`src/rtl/sms_pkg.sv`:
```
package sms_pkg;
  typedef enum logic [3:0] {
    ST_IDLE,
    ST_DEV,
    ST_DEV_ACK,
    ST_AHI,
    ST_AHI_ACK,
    ST_ALO,
    ST_ALO_ACK,
    ST_TX,
    ST_TX_ACK
  } state_t;

  localparam int BYTE_W = 8;
endpackage

```
`src/rtl/sms_bus_sync.sv`:
```
module sms_bus_sync #(
  parameter int STAGES = 2
) (
  input  logic clk,
  input  logic rst_n,
  input  logic scl_in,
  input  logic sda_in,
  output logic sda_s,
  output logic scl_rise,
  output logic scl_fall,
  output logic start_det,
  output logic stop_det
);
  localparam int NCH = 2;

  logic [NCH-1:0] raw;
  logic [NCH-1:0] cur;
  logic [NCH-1:0] prv;

  assign raw = {sda_in, scl_in};

  genvar g;
  generate
    for (g = 0; g < NCH; g++) begin : g_ch
      logic [STAGES-1:0] chain;
      always_ff @(posedge clk) begin
        if (!rst_n) begin
          chain  <= '1;
          prv[g] <= 1'b1;
        end else begin
          chain  <= {chain[STAGES-2:0], raw[g]};
          prv[g] <= chain[STAGES-1];
        end
      end
      assign cur[g] = chain[STAGES-1];
    end
  endgenerate

  // channel 0 = clock line, channel 1 = data line
  assign sda_s     = cur[1];
  assign scl_rise  = cur[0] & ~prv[0];
  assign scl_fall  = ~cur[0] & prv[0];
  assign start_det = cur[0] & prv[0] & prv[1] & ~cur[1];
  assign stop_det  = cur[0] & prv[0] & ~prv[1] & cur[1];
endmodule

```
`src/rtl/sms_addr_ctr.sv`:
```
module sms_addr_ctr #(
  parameter int AW = 14
) (
  input  logic          clk,
  input  logic          rst_n,
  input  logic          load,
  input  logic [AW-1:0] load_val,
  input  logic          bump,
  output logic [AW-1:0] cnt
);
  always_ff @(posedge clk) begin
    if (!rst_n) begin
      cnt <= '0;
    end else if (load) begin
      cnt <= load_val;
    end else if (bump) begin
      cnt <= cnt + 1'b1;
    end
  end
endmodule

```
`src/rtl/sms_fetch.sv`:
```
module sms_fetch #(
  parameter int AW = 14,
  parameter int DW = 8
) (
  input  logic          clk,
  input  logic          rst_n,
  input  logic          issue,
  input  logic [AW-1:0] issue_addr,
  output logic          mem_req_valid,
  input  logic          mem_req_ready,
  output logic [AW-1:0] mem_req_addr,
  input  logic          mem_rsp_valid,
  input  logic [DW-1:0] mem_rsp_data,
  output logic [DW-1:0] data_q
);
  always_ff @(posedge clk) begin
    if (!rst_n) begin
      mem_req_valid <= 1'b0;
      mem_req_addr  <= '0;
    end else if (issue) begin
      mem_req_valid <= 1'b1;
      mem_req_addr  <= issue_addr;
    end else if (mem_req_valid && mem_req_ready) begin
      mem_req_valid <= 1'b0;
    end
  end

  always_ff @(posedge clk) begin
    if (!rst_n) begin
      data_q <= '0;
    end else if (mem_rsp_valid) begin
      data_q <= mem_rsp_data;
    end
  end
endmodule

```
`src/rtl/serial_mem_rd_slave.sv`:
```
module serial_mem_rd_slave
  import sms_pkg::*;
#(
  parameter int         ADDR_W      = 14,
  parameter int         SYNC_STAGES = 2,
  parameter logic [3:0] DEV_CODE    = 4'b1010
) (
  input  logic              clk,
  input  logic              rst_n,
  input  logic              scl_in,
  input  logic              sda_in,
  output logic              sda_drive_low,
  output logic              mem_req_valid,
  input  logic              mem_req_ready,
  output logic [ADDR_W-1:0] mem_req_addr,
  input  logic              mem_rsp_valid,
  input  logic [7:0]        mem_rsp_data
);
  localparam int HI_W = ADDR_W - BYTE_W;
  localparam logic [3:0] LAST_BIT = 4'd7;
  localparam logic [3:0] FULL_BYTE = 4'd8;

  logic sda_s, scl_rise, scl_fall, start_det, stop_det;

  sms_bus_sync #(.STAGES(SYNC_STAGES)) sync_i (
    .clk(clk), .rst_n(rst_n), .scl_in(scl_in), .sda_in(sda_in),
    .sda_s(sda_s), .scl_rise(scl_rise), .scl_fall(scl_fall),
    .start_det(start_det), .stop_det(stop_det)
  );

  state_t              state;
  logic [BYTE_W-1:0]   rx_sh;
  logic [BYTE_W-1:0]   tx_sh;
  logic [3:0]          bit_cnt;
  logic                rd_dir;
  logic                m_ack;
  logic [HI_W-1:0]     hi_q;
  logic [ADDR_W-1:0]   ctr;
  logic [BYTE_W-1:0]   fetched;

  logic byte_done, dev_match, fetch_go, ctr_load;

  assign byte_done = scl_fall && (bit_cnt == FULL_BYTE);
  assign dev_match = (rx_sh[7:4] == DEV_CODE);

  always_comb begin
    fetch_go = 1'b0;
    ctr_load = 1'b0;
    if (!start_det && !stop_det) begin
      if (state == ST_DEV && byte_done && dev_match && rx_sh[0]) fetch_go = 1'b1;
      if (state == ST_TX_ACK && scl_rise && !sda_s)              fetch_go = 1'b1;
      if (state == ST_ALO && byte_done)                          ctr_load = 1'b1;
    end
  end

  sms_addr_ctr #(.AW(ADDR_W)) ctr_i (
    .clk(clk), .rst_n(rst_n), .load(ctr_load),
    .load_val({hi_q, rx_sh}), .bump(fetch_go), .cnt(ctr)
  );

  sms_fetch #(.AW(ADDR_W), .DW(BYTE_W)) fetch_i (
    .clk(clk), .rst_n(rst_n), .issue(fetch_go), .issue_addr(ctr),
    .mem_req_valid(mem_req_valid), .mem_req_ready(mem_req_ready),
    .mem_req_addr(mem_req_addr), .mem_rsp_valid(mem_rsp_valid),
    .mem_rsp_data(mem_rsp_data), .data_q(fetched)
  );

  always_ff @(posedge clk) begin
    if (!rst_n) begin
      state         <= ST_IDLE;
      rx_sh         <= '0;
      tx_sh         <= '0;
      bit_cnt       <= '0;
      rd_dir        <= 1'b0;
      m_ack         <= 1'b0;
      hi_q          <= '0;
      sda_drive_low <= 1'b0;
    end else if (stop_det) begin
      state         <= ST_IDLE;
      sda_drive_low <= 1'b0;
    end else if (start_det) begin
      state         <= ST_DEV;
      bit_cnt       <= '0;
      sda_drive_low <= 1'b0;
    end else begin
      unique case (state)
        ST_IDLE: ;
        ST_DEV, ST_AHI, ST_ALO: begin
          if (scl_rise) begin
            rx_sh   <= {rx_sh[BYTE_W-2:0], sda_s};
            bit_cnt <= bit_cnt + 1'b1;
          end else if (byte_done) begin
            bit_cnt <= '0;
            if (state == ST_DEV) begin
              if (dev_match) begin
                rd_dir        <= rx_sh[0];
                sda_drive_low <= 1'b1;
                state         <= ST_DEV_ACK;
              end else begin
                state <= ST_IDLE;
              end
            end else if (state == ST_AHI) begin
              hi_q          <= rx_sh[HI_W-1:0];
              sda_drive_low <= 1'b1;
              state         <= ST_AHI_ACK;
            end else begin
              sda_drive_low <= 1'b1;
              state         <= ST_ALO_ACK;
            end
          end
        end
        ST_DEV_ACK: begin
          if (scl_fall) begin
            bit_cnt <= '0;
            if (rd_dir) begin
              tx_sh         <= fetched;
              sda_drive_low <= ~fetched[7];
              state         <= ST_TX;
            end else begin
              sda_drive_low <= 1'b0;
              state         <= ST_AHI;
            end
          end
        end
        ST_AHI_ACK: begin
          if (scl_fall) begin
            sda_drive_low <= 1'b0;
            state         <= ST_ALO;
          end
        end
        ST_ALO_ACK: begin
          if (scl_fall) begin
            sda_drive_low <= 1'b0;
            state         <= ST_IDLE;
          end
        end
        ST_TX: begin
          if (scl_fall) begin
            if (bit_cnt == LAST_BIT) begin
              sda_drive_low <= 1'b0;
              state         <= ST_TX_ACK;
            end else begin
              tx_sh         <= {tx_sh[BYTE_W-2:0], 1'b0};
              sda_drive_low <= ~tx_sh[6];
              bit_cnt       <= bit_cnt + 1'b1;
            end
          end
        end
        ST_TX_ACK: begin
          if (scl_rise) begin
            m_ack <= ~sda_s;
          end else if (scl_fall) begin
            bit_cnt <= '0;
            if (m_ack) begin
              tx_sh         <= fetched;
              sda_drive_low <= ~fetched[7];
              state         <= ST_TX;
            end else begin
              state <= ST_IDLE;
            end
          end
        end
        default: state <= ST_IDLE;
      endcase
    end
  end
endmodule

```
`config.mk`:
```
export PLATFORM = sky130hd
export DESIGN_NAME = serial_mem_rd_slave
export DESIGN_NICKNAME = d
export VERILOG_FILES = /design/src/rtl/sms_pkg.sv /design/src/rtl/sms_bus_sync.sv /design/src/rtl/sms_addr_ctr.sv /design/src/rtl/sms_fetch.sv /design/src/rtl/serial_mem_rd_slave.sv
export SDC_FILE = /design/constraint.sdc
export NUM_CORES = 1
export LEC_CHECK = 0
export ABC_AREA = 1
export BUFFER_PORTS_ARGS = -buffer_cell sky130_fd_sc_hd__buf_4
export CAP_MARGIN = 20
export CORE_MARGIN = 1
export CORE_UTILIZATION = 50
export DETAILED_ROUTE_END_ITERATION = 10
export MAX_ROUTING_LAYER = met4
export PLACE_DENSITY = 0.78
export SLEW_MARGIN = 10
export SYNTH_ARGS = -nofsm -noshare
export SYNTH_HDL_FRONTEND = slang
export SYNTH_SLANG_ARGS = --single-unit
export TNS_END_PERCENT = 10
```
`constraint.sdc`:
```
create_clock -name clk -period 2.25 [get_ports clk]
set_clock_uncertainty 0.15 [all_clocks]
set_input_delay 0.675 -clock clk [delete_from_list [all_inputs] [get_ports clk]]
set_output_delay 0.675 -clock clk [all_outputs]
set_load 0.05 [all_outputs]
```
==> impl_metrics.ini <==
[clocking]
cts_resized = 0
cts_tree = yes
path_clk_slew_ns = 0.09
htreeDepth = 3
insertion_delay_ns = 0.35
cts_root_buf = clkbuf_8
numCtsBuffers = 9
clock-sinks = 75
clockBufferDepth = 2
hold_buffers = 0
cts_setup_buffers = 0

[die]
die_y_um = 88.18
dieArea_um2 = 7776
ios = 30
die_x_um = 88.18
fp.coreArea_um2 = 7214
core.rowCount = 31
initial_core_util_pct = 51.47

[logic_synthesis]
synth_mux_area_share_pct = 0
synth_area_um2 = 3714
synth_top_family_by_area = simple AND/OR/NAND/NOR gates
ys_ff_latch = 75
syn_avg_cell_area_um2 = 6.764
syn_inst = 549
synth_fa_ha_area_share_pct = 1.011
yosysSeqAreaShare_pct = 40.43
synth_nets = 566
ys_types = 31
synth_xor_area_share_pct = 1.887
synth_compound_area_share_pct = 15.09
synth-simple-area-share_pct = 33.46
yosys_warnings = 0

[critical_path]
slowest_stage = dfxtp_1
path_buf_inv = 1
required_ns = 2.34
critPathMaxFanout = 34
cp-start-kind = register
crit_top_cell = nor2_1
worstSetupEndpointType = register
arrival_ns = 2.13
cp_top_family = simple AND/OR/NAND/NOR gates
path_class = reg2reg
cpPeakStageDelay_ns = 0.35
cp_cell_sequence = nor2_1, nand3_1, nor2_1, nand3_2, nand2_4, inv_1, nor2_1, nor2_1

[pwr]
sequentialPowerShare_pct = 44.7
comb_power_share_pct = 24.7
p_leak_nw = 1.881
power_frac_clock_pct = 30.6
power.total_mw = 3.471
net-switching-power_mw = 1.198
internal_power_mw = 2.273
power_density_nw_per_um2 = 823.2
p_sw_share_pct = 34.53
peakVddDrop_mv = 0.4455

[global_route]
grt_pass1_vias = 3163
grt_use_total_pct = 24.57
grt.overflow.total = 0
antenna_found_initial = 0
grt_max_degree = 35
grt_pass1_wl_um = 14300

[placed_design]
routabilityCongestion = 0.9183
port_buffers = 29
hpwl_um = 6211
dpl_worst_slack_ns = 0.2638

[routing]
remaining_drc_errors = 0
vias = 3644
post_drt_wl_per_cell_um = 12.87
antenna_left = 0
vias_per_cell = 5.320
dr.pass1.iters = 5
drt_wl_total_um = 8816
drtIter0Drc = 224

[layout]
num_antenna_cells = 0
final_common_cell = nand2_1
final_cell_mix = nand2_1 (124), nor2_1 (92), dfxtp_1 (75), a21oi_1 (53), o21ai_0 (50)
drive_gt1_share_pct = 13.14
synthToLayoutAreaGrowth_pct = 13.54
nets = 598

[sta]
slew_headroom_pct = 73.06
rsz0062_at_grt = no
finalCritPeriodShare_pct = 90.46
period_needed_ns = 2.035
hold_viol = 0
worst_slack_ns = 0.2145
fin_setup_tns_ns = 0
max_freq_mhz = 491.3
worst_pin_slew_ns = 0.4026
slew_viol_final = 0
finalSetupViolCount = 0
holdWs_ns = 0.2661

[hold_path]
hp-class = reg2reg

[run]
cap_violations = 0

[outcome]
outcome = finished, final reports clean
## final timing paths
path	to	slack (ns)	cells after the start	startpoint
max	fetch_i.mem_req_addr[2]	0.21	8	state[3]
max reg2reg	fetch_i.mem_req_addr[2]	0.21	8	state[3]
min reg2reg	sync_i.g_ch[1].chain[1]	0.27	1	sync_i.g_ch[1].chain[0]
min	sync_i.g_ch[1].chain[1]	0.27	1	sync_i.g_ch[1].chain[0]
## stage by stage
step	utilization (%)	area [um^2]	instances
6_report	58.45	4217	685
2_1_floorplan	-	3714	549
3_5_place_dp	55.67	4016	669
4_1_cts	58.45	4217	685
5_1_grt	58.45	4217	685
3_3_place_gp	55.67	4016	669
## kinds of logic after synthesis
family	count (synthesis)
AOI/OAI and AO/OA	110
buffers and inverters	71
adders and majority gates	3
and+or+nand+nor	282
DFF	75
xor gates and xnor gates	8
## registers in the layout, summed over array words and instances (netlist names)
signal	count
ctr_i.cnt	14
fetch_i.mem_req_addr	14
fetch_i.data_q	8
rx_sh	8
tx_sh	7
hi_q	6
bit_cnt	4
state	4
sync_i.g_ch.chain	4
sync_i.prv	2
fetch_i.mem_req_valid	1
m_ack	1
rd_dir	1
sda_drive_low	1
## routing by layer
layer  up-vias  share of wire (%)  track usage (%)
met5         -                  0                -
met4         0                2.3            9.824
met2       111                 45            36.50
met1      1671                 48            33.01
met3        21                5.6            4.241
li1       1841                  -                -
## synthesized netlist by cell type
| library cell | number | share of area (%) |
|---|---|---|
| nor2_1 | 92 | 9.3 |
| nand2_4 | 1 | 0.30 |
| ha_1 | 3 | 1.0 |
| o21ai_1 | 3 | 0.40 |
| nor2_8 | 1 | 0.54 |
| nand3_1 | 32 | 4.3 |
| a21boi_1 | 1 | 0.20 |
| o21ai_0 | 50 | 6.7 |
| buf_6 | 4 | 1.2 |
| a21oi_1 | 53 | 7.1 |
| xor2_1 | 8 | 1.9 |
| nand4_1 | 10 | 1.7 |
| buf_2 | 4 | 0.54 |
| dfxtp_1 | 75 | 40 |
| inv_1 | 47 | 4.8 |
| buf_1 | 1 | 0.10 |
| nand3_4 | 2 | 0.94 |
| inv_2 | 8 | 0.81 |
| a311oi_1 | 1 | 0.24 |
| nand2_1 | 124 | 13 |
| or2_2 | 4 | 0.67 |
| nand3_2 | 3 | 0.81 |
| nor2_4 | 2 | 0.61 |
| nand2_2 | 2 | 0.34 |
| nor2_2 | 2 | 0.34 |
| nand3b_1 | 2 | 0.40 |
| a31oi_1 | 1 | 0.17 |
| a21boi_0 | 1 | 0.20 |
| clkbuf_1 | 6 | 0.61 |
| nor3_1 | 5 | 0.67 |
| clkinv_1 | 1 | 0.10 |
## cell type report
class,instances,area [um^2]
fillers,675,2998
multi-input cells,403,1911
flip-flops and latches,75,1501
repair buffers,36,270.3
inverters,56,210.2
clock buffers,9,123.9
well taps,99,123.9
clock inverters,7,76.32
## power by group through the flow
stage	clock (mW)	sequential [mW]	combinational, mW
CTS	1.07	1.55	0.851
finish	1.06	1.55	0.858
floorplan	0	1.57	0.655
global placement	0	1.57	0.832
global route	1.14	1.57	0.996
detailed placement	0	1.58	0.845
(Power assumes the default switching activity.)
